`src/rtl/bcc_pkg.sv`:
```
package bcc_pkg;
  // Transfer kind doubles as the strobe index on cmd_n.
  typedef enum logic [1:0] {
    K_MRD  = 2'd0,
    K_MWR  = 2'd1,
    K_IORD = 2'd2,
    K_IOWR = 2'd3
  } kind_t;

  typedef enum logic [2:0] {
    S_IDLE,
    S_SETUP,
    S_CMD,
    S_RECOV,
    S_HELD
  } state_t;

  function automatic logic kind_is_write(input logic [1:0] k);
    return k[0];
  endfunction
endpackage

```
`src/rtl/bcc_fail_timer.sv`:
```
module bcc_fail_timer #(
  parameter int TMO_CLKS = 64
) (
  input  logic clk,
  input  logic rst,
  input  logic run,
  output logic expire
);
  localparam int CW = (TMO_CLKS > 2) ? $clog2(TMO_CLKS) : 1;
  localparam logic [CW-1:0] LAST = CW'(TMO_CLKS - 1);

  logic [CW-1:0] cnt;

  assign expire = run && (cnt == LAST);

  always_ff @(posedge clk) begin
    if (rst || !run) cnt <= '0;
    else if (cnt != LAST) cnt <= cnt + 1'b1;
  end

  p_cnt_bound_r6: assert property (@(posedge clk) disable iff (rst)
    cnt <= LAST);
  p_cnt_idle_r6: assert property (@(posedge clk) disable iff (rst)
    !run |=> (cnt == '0));
endmodule

```
`src/rtl/bcc_cmd_decode.sv`:
```
module bcc_cmd_decode #(
  parameter int NCMD = 4
) (
  input  logic [$clog2(NCMD)-1:0] kind,
  input  logic                    active,
  output logic [NCMD-1:0]         cmd_n
);
  localparam int KW = $clog2(NCMD);

  for (genvar g = 0; g < NCMD; g++) begin : g_strobe
    assign cmd_n[g] = !(active && (kind == KW'(g)));
  end
endmodule

```
`src/rtl/bus_cycle_ctrl.sv`:
```
module bus_cycle_ctrl
  import bcc_pkg::*;
#(
  parameter int AW       = 16,
  parameter int DW       = 8,
  parameter int TMO_CLKS = 64
) (
  input  logic          clk,
  input  logic          rst,
  input  logic          req_valid,
  input  logic [1:0]    req_kind,
  input  logic [AW-1:0] req_addr,
  input  logic [DW-1:0] req_wdata,
  output logic          req_rdy,
  output logic          loc_done,
  output logic          loc_early,
  output logic [DW-1:0] loc_rdata,
  output logic          err_sticky,
  input  logic          hold_req,
  output logic          hold_ack,
  output logic          bus_oe,
  output logic [AW-1:0] adr_n,
  output logic          wdat_oe,
  output logic [DW-1:0] wdat_n,
  input  logic [DW-1:0] dat_in_n,
  output logic [3:0]    cmd_n,
  input  logic          xack_n,
  input  logic          aack_n
);
  localparam int NCMD = 4;

  state_t        state, state_n;
  logic [1:0]    kind_q;
  logic [AW-1:0] addr_q;
  logic [DW-1:0] wdata_q;
  logic [DW-1:0] rdata_q;
  logic          done_q, early_q, err_q, oe_q, hack_q;
  logic [NCMD-1:0] cmd_q, cmd_dec;
  logic          expire;

  bcc_fail_timer #(.TMO_CLKS(TMO_CLKS)) u_timer (
    .clk(clk), .rst(rst), .run(state == S_CMD), .expire(expire)
  );

  bcc_cmd_decode #(.NCMD(NCMD)) u_dec (
    .kind(kind_q), .active(state_n == S_CMD), .cmd_n(cmd_dec)
  );

  always_comb begin
    state_n = state;
    unique case (state)
      S_IDLE:  if (hold_req) state_n = S_HELD;
               else if (req_valid) state_n = S_SETUP;
      S_SETUP: state_n = S_CMD;
      S_CMD:   if (!xack_n || expire) state_n = S_RECOV;
      S_RECOV: if (xack_n) state_n = S_IDLE;
      S_HELD:  if (!hold_req) state_n = S_IDLE;
      default: state_n = S_IDLE;
    endcase
  end

  always_ff @(posedge clk) begin
    if (rst) begin
      state   <= S_IDLE;
      kind_q  <= '0;
      addr_q  <= '0;
      wdata_q <= '0;
      rdata_q <= '0;
      done_q  <= 1'b0;
      early_q <= 1'b0;
      err_q   <= 1'b0;
      oe_q    <= 1'b0;
      hack_q  <= 1'b0;
      cmd_q   <= '1;
    end else begin
      state   <= state_n;
      cmd_q   <= cmd_dec;
      oe_q    <= (state_n == S_SETUP) || (state_n == S_CMD) || (state_n == S_RECOV);
      hack_q  <= (state_n == S_HELD);
      early_q <= (state_n == S_CMD) && (early_q || !aack_n);
      done_q  <= 1'b0;
      if (state == S_IDLE && state_n == S_SETUP) begin
        kind_q  <= req_kind;
        addr_q  <= req_addr;
        wdata_q <= req_wdata;
      end
      if (state == S_CMD) begin
        if (!xack_n) begin
          done_q <= 1'b1;
          if (!kind_is_write(kind_q)) rdata_q <= ~dat_in_n;
        end else if (expire) begin
          done_q  <= 1'b1;
          rdata_q <= '1;
          err_q   <= 1'b1;
        end
      end
    end
  end

  assign req_rdy    = (state == S_IDLE) && !hold_req;
  assign loc_done   = done_q;
  assign loc_early  = early_q;
  assign loc_rdata  = rdata_q;
  assign err_sticky = err_q;
  assign hold_ack   = hack_q;
  assign bus_oe     = oe_q;
  assign cmd_n      = cmd_q;
  assign wdat_oe    = oe_q && kind_is_write(kind_q);
  assign adr_n      = oe_q ? ~addr_q : '1;
  assign wdat_n     = wdat_oe ? ~wdata_q : '1;

  p_cmd_needs_oe_r2: assert property (@(posedge clk) disable iff (rst)
    (cmd_n != '1) |-> bus_oe);
  p_cmd_drop_r4: assert property (@(posedge clk) disable iff (rst)
    (state == S_CMD && !xack_n) |=> (cmd_n == '1 && loc_done));
  p_done_pulse_r4: assert property (@(posedge clk) disable iff (rst)
    loc_done |=> !loc_done);
  p_early_cmd_r5: assert property (@(posedge clk) disable iff (rst)
    loc_early |-> (cmd_n != '1));
  p_timeout_r6: assert property (@(posedge clk) disable iff (rst)
    (state == S_CMD && xack_n && expire) |=> (err_sticky && loc_rdata == '1));
  p_err_sticky_r6: assert property (@(posedge clk) disable iff (rst)
    err_sticky |=> err_sticky);
  p_recov_wait_r7: assert property (@(posedge clk) disable iff (rst)
    (state == S_RECOV && !xack_n) |=> (bus_oe && state == S_RECOV));
  p_held_quiet_r8: assert property (@(posedge clk) disable iff (rst)
    hold_ack |-> (cmd_n == '1 && !bus_oe));
  p_hold_defer_r9: assert property (@(posedge clk) disable iff (rst)
    (state == S_CMD && hold_req && xack_n && !expire) |=> (state == S_CMD && !hold_ack));
endmodule

```
`config.mk`:
```
export PLATFORM = sky130hd
export DESIGN_NAME = bus_cycle_ctrl
export DESIGN_NICKNAME = d
export VERILOG_FILES = /design/src/rtl/bcc_pkg.sv /design/src/rtl/bcc_fail_timer.sv /design/src/rtl/bcc_cmd_decode.sv /design/src/rtl/bus_cycle_ctrl.sv
export SDC_FILE = /design/constraint.sdc
export NUM_CORES = 1
export LEC_CHECK = 0
export BUFFER_PORTS_ARGS = -buffer_cell sky130_fd_sc_hd__buf_2
export CAP_MARGIN = 10
export CORE_ASPECT_RATIO = 1.1
export CORE_MARGIN = 3
export CORE_UTILIZATION = 34
export CTS_CLUSTER_SIZE = 30
export DETAILED_ROUTE_END_ITERATION = 6
export HOLD_SLACK_MARGIN = 0.03
export MAX_ROUTING_LAYER = met4
export SYNTH_ARGS = -nofsm -noshare
export SYNTH_HDL_FRONTEND = slang
export SYNTH_SLANG_ARGS = --single-unit
```
`constraint.sdc`:
```
create_clock -name clk -period 2 [get_ports clk]
set_clock_uncertainty 0.15 [all_clocks]
set_input_delay 0 -clock clk [delete_from_list [all_inputs] [get_ports clk]]
set_output_delay 0 -clock clk [all_outputs]
set_load 0.02 [all_outputs]
```
==> flow_summary.yaml <==
pwr:
  power_density_nw_per_um2: 646.6
  peakVddDrop_uv: 282.7
  p_int_mw: 1.488
  pwr-share-clk: 0.306
  p_sw_frac: 0.2548
  p_seq_frac: 0.547
  p_leak_nw: 1.218
  comb_power_share: 0.147
  p_switching_mw: 0.5088
min_path:
  hold_end: "loc_rdata[1]"
  worstHoldStart: "dat_in_n[1]"
  min_path_type: "in2reg"
  hold_depth: 3
global_route:
  overflow: 0
  grt_pass1_vias: 2090
  grt_max_degree: 29
  antenna_found_initial: 0
  grt_use_total: 0.1747
  grt_pass1_wl_um: 9791
worst_setup_path:
  cp_num_buf_inv: 5
  r2r-start: "state[1]"
  cp_common_cell: "buf_2"
  start_kind: "input pin"
  r2r_slack_ps: 230
  critPathLaunch: "hold_req"
  r2r-end: "bus_oe"
  critPathTopFamily: "buffers and inverters"
  cp_max_fo: 28
  worst-setup-path-type: "in2out"
  endpoint_kind: "primary output"
  crit_required_ps: 1850
  cp.arrival_ps: 1730
  crit_slowest_cell: "dlygate4sd3_1"
  rr_worst_depth: 5
  slowest_delay_ps: 540
  worstPathCellList: "dlygate4sd3_1 > buf_2 > or4_1 > buf_12 > clkinv_8 > buf_2"
clock_network:
  clockBufferDepth: 2
  postCtsSetupBuffers: 0
  insertion_delay_ps: 300
  cts_sinks: 52
  cts_made_buffers: 5
  cts_root_buffer: "clkbuf_8"
  clk_pin_slew_ps: 90
  h-tree-depth: 2
  cts_tree: "done"
route:
  ant_nets: 0
  first_iter_violations: 157
  dr.pass1.iters: 4
  dr_total_vias: 2205
  viasPerCell: 4.944
  drcViolationCount: 0
  routed_wl_um: 5961
  wl_per_cell_um: 13.37
outcome:
  status: "completed"
synthesis:
  yosys.area.top_type: "dfxtp_1"
  synth_edf_count: 0
  synth_cell_types: 40
  ys.warnings.count: 0
  synthCells: 254
  synth_seq_cells: 52
  yosysSeqAreaShare: 0.4848
  synthArstFlopShare: 0
  synthFlopType: "dfxtp_1"
  syn_area_um2: 2147
  synthTopCellsByArea: "dfxtp_1, a21oi_1, nand3_1"
  yosysTopAreaCellShare: 0.4848
  synth_nets: 295
  syn_area_per_cell_um2: 8.453
placed_design:
  routabilityCongestion: 0.7529
  numPortBuffers: 82
  post-dp-hpwl_um: 3840
timing:
  drv_slew: 0
  fmax_ghz: 0.5315
  slew_headroom: 0.7083
  worst_pin_slew_ps: 436.2
  period_minus_slack_ps: 1881
  hold-worst-slack_ps: 268.0
  setup_viol: 0
  hold_viol_final: 0
  timing.final.crit_share: 0.9407
  setup_tns_ps: 0
  rsz0062_at_grt: "false"
floorplanning:
  die_w_um: 81.77
  rows: 29
  initial_core_util: 0.3608
  die_y_um: 89.35
  die_area_um2: 7306
  coreArea_um2: 5951
  ioPinCount: 83
finish:
  diodes: 0
  fin_nets: 409
  nFillCells: 577
  utilization: 0.5189
  area_growth_pct: 43.82
  layout-drive-gt1-share: 0.2737
run:
  maxCapViolCount: 0
[metrics by stage]
stage	cell area, um^2	cells	setup WS, ps	total power, mW
after floorplan	2147	254	306.8	1.270
after global placement	2594	399	128.1	1.348
after detailed placement	2594	399	69.84	1.350
after CTS	3077	446	59.65	2.017
after global routing	3088	446	40.19	2.095
final	3088	446	118.7	1.997
[worst register-to-register path: stages (launching register included)]
cell and delay (ps):
dfxtp_1 340, or4_1 570, buf_12 190, clkinv_8 130, nand2_1 100, a221oi_2 210
[cell type report]
type / instances / area, um^2 / area share
Tap cell: 77 / 96.34 / 0.03120
Inverter: 10 / 50.05 / 0.01621
Clock inverter: 2 / 10.01 / 0.003241
Timing Repair Buffer: 128 / 865.8 / 0.2804
Sequential cell: 52 / 1041 / 0.3371
Multi-Input combinational cell: 171 / 942.2 / 0.3051
Clock buffer: 6 / 82.58 / 0.02674
[synth_stat cells, types with 2 or more instances]
cell type and count:
a31oi_1 2, a221oi_1 8, nor3_1 3, nand2_1 28, o21bai_1 8, inv_1 8, nand3_1 29, nand4b_1 2
dfxtp_1 52, nor3b_1 2, and2_1 4, nand2b_1 2, nor2_1 7, clkbuf_2 2, clkbuf_1 12, o21ai_0 23
buf_4 2, a21oi_1 32, and3_1 4, o21ai_1 4
[cell families after synthesis]
| kind of cell | after synthesis | synth area share |
|---|---|---|
| xor+xnor | 1 | 0.004080 |
| compound gates | 82 | 0.2261 |
| flops | 52 | 0.4848 |
| buf+inv | 31 | 0.07924 |
| fa+ha+maj | 1 | 0.005827 |
| simple gates | 87 | 0.1999 |
[layout by cell type (no fill, tap or decap), types with 6 or more instances in the layout]
| cell type | instances |
|---|---|
| a221oi_1 | 8 |
| o21bai_1 | 8 |
| buf_4 | 6 |
| o21ai_0 | 23 |
| buf_2 | 82 |
| inv_1 | 8 |
| nor2_1 | 7 |
| clkbuf_8 | 6 |
| a21oi_1 | 32 |
| nand3_1 | 29 |
| dfxtp_1 | 52 |
| dlygate4sd3_1 | 39 |
| nand2_1 | 28 |
[worst max path at each step]
stage	depth (start not counted)	end
floorplan	5	loc_rdata[0]
global placement	4	loc_rdata[0]
finish	6	req_rdy
CTS	4	loc_rdata[2]
global route	4	req_rdy
detailed placement	4	loc_rdata[2]
[layer usage]
layer | vias up | routed length (um) | track usage
li1 | 1124 | - | -
met1 | 1010 | 2690 | 0.2176
met2 | 60 | 2921 | 0.2843
met3 | 11 | 250 | 0.03730
met4 | 0 | 98 | 0.04985
met5 | - | 0 | -
[power groups by stage]
stage	Combinational [mW]	Clock (mW)	Sequential [mW]
floorplan	0.149	0	1.12
global placement	0.233	0	1.12
detailed placement	0.234	0	1.12
CTS	0.292	0.633	1.09
global route	0.324	0.672	1.10
finish	0.294	0.610	1.09
[what timing repair did]
action / in CTS / in global routing
gates resized for setup: 0 / 2
endpoints found under the setup margin: 0 / 8
hold endpoints to repair: 42 / 0
hold buffers: 39 / 0
[sequential cells by signal, indices dropped and copies added (netlist names)]
| name | count |
|---|---|
| state | 3 |
| loc_done | 1 |
| bus_oe | 1 |
| addr_q | 16 |
| cmd_n | 4 |
| err_sticky | 1 |
| wdata_q | 8 |
| kind_q | 2 |
| hold_ack | 1 |
| loc_early | 1 |
| u_timer.cnt | 6 |
| loc_rdata | 8 |
Note: power is estimated with default switching activity, not from simulation.
